File: src/rtl/anc_fmt_pkg.sv
package anc_fmt_pkg;
  localparam int PAY_W  = 8;
  localparam int WORD_W = PAY_W + 2;
  localparam int SUM_W  = PAY_W + 1;
  localparam int IDX_W  = PAY_W + 1;
  localparam int HDR_LAST = 2;

  typedef enum logic [3:0] {
    S_IDLE, S_OFFER, S_GAP, S_ENCHK, S_FLAG1, S_FLAG2, S_BODY, S_CSUM,
    S_XH0, S_XH1, S_XH2, S_XDATA, S_XCSUM, S_XTAIL
  } fmtState_e;

  typedef enum logic [2:0] {
    OS_NONE, OS_ZERO, OS_ONES, OS_WORD, OS_CSUM
  } outSel_e;

  typedef struct packed {
    outSel_e outSel;
    logic    sumClr;
    logic    sumAddIns;
    logic    sumAddExt;
    logic    xPend;
    logic    xAbort;
  } fmtStrobe_t;

  function automatic logic [WORD_W-1:0] widenWord(input logic [PAY_W-1:0] b);
    logic p;
    p = ^b;
    return {~p, p, b};
  endfunction
endpackage

File: src/rtl/anc_fmt_ctrl.sv
module anc_fmt_ctrl
  import anc_fmt_pkg::*;
(
  input  logic              clk,
  input  logic              rstN,
  input  logic              modeExtract,
  input  logic              userEn,
  input  logic [PAY_W-1:0]  stageIns,
  input  logic [WORD_W-1:0] ancIn,
  input  logic              ancInValid,
  input  logic              sumMatch,
  output fmtStrobe_t        st,
  output logic              rdyOut,
  output logic              extEn,
  output logic              errPulse
);
  fmtState_e         state, stateN;
  logic [IDX_W-1:0]  idx, idxN;
  logic [PAY_W-1:0]  dcReg, dcN;
  logic              enN, errN;
  logic [PAY_W-1:0]  dcEff;
  logic [IDX_W-1:0]  lastIdx;
  logic              isZero, isOnes;

  assign isZero = ancInValid && (ancIn == '0);
  assign isOnes = ancInValid && (ancIn == '1);
  assign rdyOut = (state == S_OFFER);

  // length bookkeeping shared by both directions
  always_comb begin
    if (idx == IDX_W'(HDR_LAST))
      dcEff = modeExtract ? ancIn[PAY_W-1:0] : stageIns;
    else
      dcEff = dcReg;
    lastIdx = IDX_W'(HDR_LAST) + IDX_W'(dcEff);
  end

  always_comb begin
    stateN = state;
    idxN   = idx;
    dcN    = dcReg;
    enN    = extEn;
    errN   = 1'b0;
    st     = '0;
    st.outSel = OS_NONE;
    unique case (state)
      S_IDLE:  stateN = modeExtract ? S_XH0 : S_OFFER;
      S_OFFER: stateN = modeExtract ? S_XH0 : S_GAP;
      S_GAP:   stateN = modeExtract ? S_XH0 : S_ENCHK;
      S_ENCHK: begin
        if (modeExtract) stateN = S_XH0;
        else if (userEn) begin
          st.outSel = OS_ZERO;
          stateN    = S_FLAG1;
        end else begin
          errN   = 1'b1;
          stateN = S_IDLE;
        end
      end
      S_FLAG1: begin
        st.outSel = OS_ONES;
        stateN    = S_FLAG2;
      end
      S_FLAG2: begin
        st.outSel = OS_ONES;
        st.sumClr = 1'b1;
        idxN      = '0;
        stateN    = S_BODY;
      end
      S_BODY: begin
        st.outSel    = OS_WORD;
        st.sumAddIns = 1'b1;
        if (idx == IDX_W'(HDR_LAST)) dcN = stageIns;
        if (idx >= IDX_W'(HDR_LAST) && idx == lastIdx) stateN = S_CSUM;
        else idxN = idx + 1'b1;
      end
      S_CSUM: begin
        st.outSel = OS_CSUM;
        stateN    = S_IDLE;
      end
      S_XH0: begin
        if (!modeExtract) stateN = S_IDLE;
        else if (isZero) stateN = S_XH1;
      end
      S_XH1, S_XH2: begin
        if (!modeExtract) stateN = S_IDLE;
        else if (ancInValid) begin
          if (isOnes) begin
            if (state == S_XH1) stateN = S_XH2;
            else begin
              stateN    = S_XDATA;
              idxN      = '0;
              st.sumClr = 1'b1;
              enN       = 1'b1;
            end
          end else if (isZero) stateN = S_XH1;
          else stateN = S_XH0;
        end
      end
      S_XDATA: begin
        if (!ancInValid) begin
          st.xAbort = 1'b1;
          errN      = 1'b1;
          enN       = 1'b0;
          stateN    = S_XH0;
        end else begin
          st.xPend     = 1'b1;
          st.sumAddExt = 1'b1;
          if (idx == IDX_W'(HDR_LAST)) dcN = ancIn[PAY_W-1:0];
          if (idx >= IDX_W'(HDR_LAST) && idx == lastIdx) stateN = S_XCSUM;
          else idxN = idx + 1'b1;
        end
      end
      S_XCSUM: begin
        if (!ancInValid) begin
          st.xAbort = 1'b1;
          errN      = 1'b1;
          enN       = 1'b0;
          stateN    = S_XH0;
        end else begin
          errN   = !sumMatch;
          stateN = S_XTAIL;
        end
      end
      S_XTAIL: begin
        enN    = 1'b0;
        stateN = S_XH0;
      end
      default: stateN = S_IDLE;
    endcase
  end

  always_ff @(posedge clk) begin
    if (!rstN) begin
      state    <= S_IDLE;
      idx      <= '0;
      dcReg    <= '0;
      extEn    <= 1'b0;
      errPulse <= 1'b0;
    end else begin
      state    <= stateN;
      idx      <= idxN;
      dcReg    <= dcN;
      extEn    <= enN;
      errPulse <= errN;
    end
  end
endmodule

File: src/rtl/anc_fmt_dp.sv
module anc_fmt_dp
  import anc_fmt_pkg::*;
(
  input  logic              clk,
  input  logic              rstN,
  input  fmtStrobe_t        st,
  input  logic [PAY_W-1:0]  pktIn,
  input  logic [WORD_W-1:0] ancIn,
  output logic [PAY_W-1:0]  stageIns,
  output logic [WORD_W-1:0] ancOut,
  output logic              ancOutValid,
  output logic [PAY_W-1:0]  pktOut,
  output logic              pktOutValid,
  output logic              sumMatch
);
  logic [WORD_W-1:0] stageExt;
  logic [SUM_W-1:0]  sum;
  logic              pendReg;
  logic [WORD_W-1:0] wideWord, csWord, outN;

  assign wideWord = widenWord(stageIns);
  assign csWord   = {~sum[SUM_W-1], sum};
  assign sumMatch = (ancIn == csWord);

  always_comb begin
    unique case (st.outSel)
      OS_ZERO: outN = '0;
      OS_ONES: outN = '1;
      OS_WORD: outN = wideWord;
      OS_CSUM: outN = csWord;
      default: outN = '0;
    endcase
  end

  always_ff @(posedge clk) begin
    if (!rstN) begin
      stageIns    <= '0;
      stageExt    <= '0;
      sum         <= '0;
      pendReg     <= 1'b0;
      ancOut      <= '0;
      ancOutValid <= 1'b0;
      pktOut      <= '0;
      pktOutValid <= 1'b0;
    end else begin
      stageIns    <= pktIn;
      stageExt    <= ancIn;
      ancOut      <= outN;
      ancOutValid <= (st.outSel != OS_NONE);
      if (st.sumClr)         sum <= '0;
      else if (st.sumAddIns) sum <= sum + wideWord[SUM_W-1:0];
      else if (st.sumAddExt) sum <= sum + ancIn[SUM_W-1:0];
      pendReg     <= st.xPend;
      pktOut      <= stageExt[PAY_W-1:0];
      pktOutValid <= pendReg && !st.xAbort;
    end
  end
endmodule

File: src/rtl/anc_fmt.sv
module anc_fmt
  import anc_fmt_pkg::*;
(
  input  logic              clk,
  input  logic              rstN,
  input  logic              modeExtract,
  output logic              rdyOut,
  input  logic              userEn,
  input  logic [PAY_W-1:0]  pktIn,
  output logic [WORD_W-1:0] ancOut,
  output logic              ancOutValid,
  input  logic [WORD_W-1:0] ancIn,
  input  logic              ancInValid,
  output logic [PAY_W-1:0]  pktOut,
  output logic              pktOutValid,
  output logic              extEn,
  output logic              errPulse
);
  fmtStrobe_t       st;
  logic [PAY_W-1:0] stageIns;
  logic             sumMatch;

  anc_fmt_ctrl u_ctrl (
    .clk(clk), .rstN(rstN), .modeExtract(modeExtract), .userEn(userEn),
    .stageIns(stageIns), .ancIn(ancIn), .ancInValid(ancInValid),
    .sumMatch(sumMatch), .st(st), .rdyOut(rdyOut), .extEn(extEn),
    .errPulse(errPulse)
  );

  anc_fmt_dp u_dp (
    .clk(clk), .rstN(rstN), .st(st), .pktIn(pktIn), .ancIn(ancIn),
    .stageIns(stageIns), .ancOut(ancOut), .ancOutValid(ancOutValid),
    .pktOut(pktOut), .pktOutValid(pktOutValid), .sumMatch(sumMatch)
  );
endmodule

File: config.mk
export PLATFORM = sky130hd
export DESIGN_NAME = anc_fmt
export DESIGN_NICKNAME = d
export VERILOG_FILES = /design/src/rtl/anc_fmt_pkg.sv /design/src/rtl/anc_fmt_ctrl.sv /design/src/rtl/anc_fmt_dp.sv /design/src/rtl/anc_fmt.sv
export SDC_FILE = /design/constraint.sdc
export NUM_CORES = 1
export LEC_CHECK = 0
export ABC_AREA = 1
export BUFFER_PORTS_ARGS = -buffer_cell sky130_fd_sc_hd__buf_2
export CORE_AREA = 2 2 90 92
export CTS_CLUSTER_DIAMETER = 120
export DETAILED_ROUTE_END_ITERATION = 12
export DIE_AREA = 0 0 92 94
export PLACE_DENSITY_LB_ADDON = 0.3
export SLEW_MARGIN = 30
export SYNTH_ARGS = -nofsm -noshare
export SYNTH_HDL_FRONTEND = slang
export SYNTH_HIERARCHICAL = 1
export SYNTH_SLANG_ARGS = --single-unit
File: constraint.sdc
create_clock -name clk -period 4.65 [get_ports clk]
set_clock_uncertainty 0.2 [all_clocks]
set_input_delay 0 -clock clk [delete_from_list [all_inputs] [get_ports clk]]
set_output_delay 0 -clock clk [all_outputs]
set_load 0.05 [all_outputs]
# ---- After elaboration in Yosys (flattened, before gate mapping)
# Index checks and enable logic that the tools add are counted.
dict set report word_totals {
  reg_bits 69
  inputBits 23
}
dict set report op_classes {
  add_sub_neg 4
  magnitude_cmp 1
  eq_ne 32
  n_mux 56
  bitwise 3
  reduce_logical 23
}
# cell n
set op_table {}
lappend op_table {{2-to-1 mux 9 bit} 8}
lappend op_table {{2-to-1 mux 4 bit} 12}
lappend op_table {{case mux 4 bit (12 select lines)} 1}
lappend op_table {{2-to-1 mux 8 bit} 5}
lappend op_table {{case mux 9 bit (4 select lines)} 1}
lappend op_table {{case mux 10 bit (3 select lines)} 1}
lappend op_table {{equality test 4 bit (second input constant)} 6}
lappend op_table {{adder 9 bit} 2}
lappend op_table {{2-to-1 mux 1 bit} 18}
lappend op_table {{equality test 4 x 3 -> 1 bit (second input constant)} 4}
lappend op_table {{case mux 8 bit (2 select lines)} 1}
lappend op_table {{case mux 3 bit (4 select lines)} 1}
lappend op_table {{AND reduction 6 bit} 2}
lappend op_table {{equality test 10 bit} 1}
lappend op_table {{equality test 10 bit (second input constant)} 1}
lappend op_table {{logical NOT 10 bit} 1}
lappend op_table {{!= test 2 bit (second input constant)} 5}
lappend op_table {{adder 2 x 8 -> 9 bit (first input constant)} 1}
lappend op_table {{adder 9 x 1 -> 9 bit (second input constant)} 1}
lappend op_table {{equality test 9 x 2 -> 1 bit (second input constant)} 1}
lappend op_table {{equality test 9 bit} 1}
lappend op_table {{>= comparator 9 x 2 -> 1 bit (second input constant)} 1}
lappend op_table {{2-to-1 mux 3 bit} 3}
lappend op_table {{equality test 4 x 2 -> 1 bit (second input constant)} 2}
lappend op_table {{20 further kinds} 39}

# ---- Logic depth before layout (Yosys ltp)
dict set report depth {
  word_depth 8
  ltp_mapped 21
  depth_no_buf 21
}

# ---- Hierarchy
# The synthesis kept the hierarchy.
# module n_inst cells_each area_each_um2
set modules_own_cells {}
lappend modules_own_cells {anc_fmt_ctrl 1 363 2299.7}
lappend modules_own_cells {anc_fmt_dp 1 300 2172.1}

# ---- Least setup slack after synthesis
# OpenSTA, ideal clock, no wires.
dict set report synth_timing {
  path_kind {flip-flop to flip-flop}
  start {register u_ctrl.state[2]}
  end {register u_dp.sum[8]}
  setup_ns 0.110
  arrival_time_ns 2.603
  slack_ns 1.738
  path_stages_with_launch 21
  path_buffers 1
  cell_sequence {dfxtp_1 > inv_1 > nor2_1 > inv_1 > nor2_1 > inv_1 > clkbuf_1 > nand2_1 > o21ai_0 > ha_1 > fa_1 > nand3_1 > nand2_1 > nand2_1 > nand3_1 > inv_1 > nand3_1 > nand3_1 > nand2_1 > inv_1 > nor2_1}
}
# item line_no
set synth_lines {}
lappend synth_lines {{start, declared} anc_fmt_ctrl.sv:17} ;# fmtState_e state, stateN;
lappend synth_lines {{start signal, assigned} anc_fmt_ctrl.sv:141} ;# state <= stateN;
lappend synth_lines {{end signal, assigned} anc_fmt_dp.sv:51} ;# else if (st.sumAddIns) sum <= sum + wideWord[SUM_W-1:0];
lappend synth_lines {{end signal, assigned} anc_fmt_dp.sv:52} ;# else if (st.sumAddExt) sum <= sum + ancIn[SUM_W-1:0];
lappend synth_lines {{end, declared} anc_fmt_dp.sv:17} ;# logic [SUM_W-1:0] sum;

==> flow_metrics.tcl <==
set metrics [dict create \
    status "finished, final reports clean" \
    final.setup.worst_slack_ns 1.29 \
    routed_wl_um 12000 \
    clock-sinks 69 \
    use_met1_pct 35.1 \
    yosys.area.top_type "dfxtp_1" \
    grt_pass1_vias 4252 \
    ios 46 \
    hpwl_um 8370 \
    fp.coreArea_um2 7610 \
    required_ns 4.72 \
    netlist_instances 663 \
    ant_nets 0 \
    grt_util_met3_pct 5.38 \
    crit_arrival_ns 3.44 \
    cp_slowest_stage_delay_ns 0.43 \
    netlist_area_um2 4470 \
    numPortBuffers 45 \
    cp_top_family "simple AND/OR/NAND/NOR gates" \
    first_pass_iters 7 \
    async_flop_share_pct 0 \
    multi_input_area_um2 2570 \
    grt-ovfl-total 0 \
    ir_drop_uv 173 \
    crit_top_cell "inv_1" \
    p_leak_nw 2.66 \
    period_needed_ns 3.36 \
    nets 768 \
    synthFlopType "dfxtp_1" \
    cts_tree "done" \
    path_cells "inv_1 -> nor2_1 -> inv_1 -> nor2_1 -> inv_1 -> nand2_1 -> o21ai_0 -> ha_1 -> fa_1 -> nand3_1 -> nand2_1 -> nand2_1 -> nand3_1 -> inv_1 -> nand3_1 -> nand3_1 -> nand2_1 -> inv_1 -> nor2_1" \
    fmax_ghz 0.297 \
    num_vias 4478 \
    synth_top_area_share_pct 30.9 \
    path_clk_slew_ns 0.09 \
    met2_usage_pct 50.3 \
    power_density_nw_per_um2 285 \
    htree_levels 3 \
    numCtsBuffers 9 \
    initial_utilization_pct 58.8 \
    placementRows 32 \
    drc 0 \
    ys_ff_latch 69 \
    die_w_um 92 \
    setup_viol 0 \
    final.setup.tns_ns 0 \
    fin_util_pct 68.7 \
    post-cts-setup-buffer-count 0 \
    fin_area_um2 5220 \
    clockBufferDepth 2 \
    synthToLayoutAreaGrowth_pct 16.8 \
    ys_seq_area_share_pct 30.9 \
    drive_gt1_share_pct 16.4 \
    ys.warnings.count 6 \
    pre_cts_ws_ns 1.38 \
    drv_slew 0 \
    synth_cell_types 52 \
    die-area_um2 8650 \
    first_iter_violations 326 \
    gp_congestion 0.953 \
    wl_per_cell_um 14.2 \
    synth_nets 698 \
    grt_pass1_wl_um 19800 \
    relSlewSlack_pct 37.8 \
    fill_cells 659 \
    end_kind "register" \
    rsz0062_at_grt "no" \
    worstHoldPathType "in -> reg" \
    tightest_slew_ns 0.926 \
    track_usage_pct 28.9 \
    register_area_um2 1380 \
    path_buf_inv 5 \
    fin_cells 841 \
    synth_area_leaders "dfxtp_1 (31%), nand2_1 (13%), inv_1 (7.9%), nor2_1 (7.6%), nand3_1 (4.7%)" \
    grt_max_degree 44 \
    routed_via_density 5.32 \
    worst_path_max_delay_cell "fa_1" \
    startpoint_type "register" \
    dpl_cell_area_um2 4720 \
    synth-edff-count 0 \
    max-cap-violations 0 \
    die_h_um 94 \
    post_cts_resized 0 \
    cts_hold_buf 30 \
    period_share_pct 72.4 \
    dp_cells 794 \
    cts_root_buf "clkbuf_8" \
    top_usage_layer "met2" \
    clk_latency_ns 0.36 \
    antenna_found_initial 1 \
    hold_violations 0 \
    avgSynthCellArea_um2 6.74 \
    path_max_fanout 17 \
    crit_type "reg -> reg" \
]
-- sequential cells by signal, summed over array words and instances, names as in the netlist --
| signal | flops |
|---|---|
| u_ctrl/errPulse | 1 |
| u_dp/stageExt | 8 |
| u_dp/pktOutValid | 1 |
| u_ctrl/extEn | 1 |
| u_ctrl/dcReg | 8 |
| u_dp/ancOut | 10 |
| u_ctrl/state | 4 |
| u_ctrl/idx | 9 |
| u_dp/pktOut | 8 |
| u_dp/stageIns | 8 |
| u_dp/pendReg | 1 |
| u_dp/sum | 9 |
| u_dp/ancOutValid | 1 |
-- where the power goes --
part / switching [mW] / internal (mW)
clock network: 0.264 / 0.254
logic: 0.213 / 0.109
registers: 0.0300 / 0.619
total: 0.507 / 0.983
-- cell families after synthesis --
kind of cell | after synthesis | synth area share (%)
simple gates | 349 | 37.5
buf+inv | 124 | 11.5
compound gates | 92 | 13.3
flops | 69 | 30.9
xor+xnor | 17 | 3.33
fa+ha+maj | 12 | 3.53
-- routing by layer --
layer	wire [um]	vias up
li1	-	2263
met1	5150	2011
met2	5810	172
met3	681	32
met4	313	0
met5	0	-
-- worst reg2reg max path, stage by stage (launching register included) --
cell	delay, ns
dfxtp_1	0.35
inv_1	0.09
nor2_1	0.16
inv_1	0.10
nor2_1	0.33
inv_1	0.30
nand2_1	0.12
o21ai_0	0.12
ha_1	0.27
fa_1	0.43
nand3_1	0.09
nand2_1	0.09
nand2_1	0.07
nand3_1	0.11
inv_1	0.09
nand3_1	0.10
nand3_1	0.10
nand2_1	0.06
inv_1	0.05
nor2_1	0.04
-- layout make-up --
| cell class | count | share of cell area (%) |
|---|---|---|
| Multi-Input combinational cell | 470 | 49.3 |
| Inverter | 108 | 7.81 |
| Timing Repair Buffer | 75 | 10.1 |
| Clock buffer | 9 | 2.37 |
| Tap cell | 102 | 2.44 |
| Antenna cell | 1 | 0.0479 |
| Sequential cell | 69 | 26.4 |
| Clock inverter | 7 | 1.53 |
-- cells in the final DEF, fill, tap and decap left out, types with 12 or more instances in the layout --
master         netlist  routed
nand2_1            155     155
xor2_1              12      12
inv_1               94      94
a21oi_1             20      20
dfxtp_1             69      69
o21ai_0             26      26
buf_2                2      45
nand3_1             42      42
dlygate4sd3_1        0      30
a211oi_1            17      17
nor2_1              91      91
-- synth_stat cells, types with 2 or more instances --
master    count
nand2_1     155
nand2_2      11
nand3_2       7
or2_2         2
nor2_2        2
inv_2        11
buf_1         3
a211oi_1     17
nand2_4      10
a21oi_2       5
o21ai_0      26
nor2_1       91
and3_1        2
buf_4         3
nor3_1        5
clkinv_1      2
nor4_1        8
buf_2         2
ha_1         11
o211ai_1      3
nand4_1       2
xor2_1       12
xnor2_1       5
a21oi_1      20
clkbuf_1      3
a221oi_1      9
inv_1        94
nand3_1      42
nor2_8        3
dfxtp_1      69
buf_6         3
a31oi_1       3
nor2_4        3
-- per-stage QoR --
| step | total power [mW] | hold WS (ns) |
|---|---|---|
| floorplan | 0.886 | -0.107 |
| CTS | 1.49 | 0.159 |
| global route | 1.56 | 0.209 |
| detailed placement | 0.956 | -0.0128 |
| finish | 1.49 | 0.184 |
| global placement | 0.951 | -0.0148 |
-- worst paths after layout --
| check | start | endpoint | slack, ns | cells after the start |
|---|---|---|---|---|
| worst max-delay path | u_ctrl/state[2]$_SDFFE_PN0P_ | u_dp/sum[8]$_SDFFE_PP0P_ | 1.29 | 19 |
| worst min register to register | u_dp/stageExt[7]$_SDFF_PN0_ | u_dp/pktOut[7]$_SDFF_PN0_ | 0.21 | 2 |
| worst min-delay path | pktIn[1] | u_dp/stageIns[1]$_SDFF_PN0_ | 0.18 | 4 |
| worst max register to register | u_ctrl/state[2]$_SDFFE_PN0P_ | u_dp/sum[8]$_SDFFE_PP0P_ | 1.29 | 19 |
(Power assumes the default switching activity.)
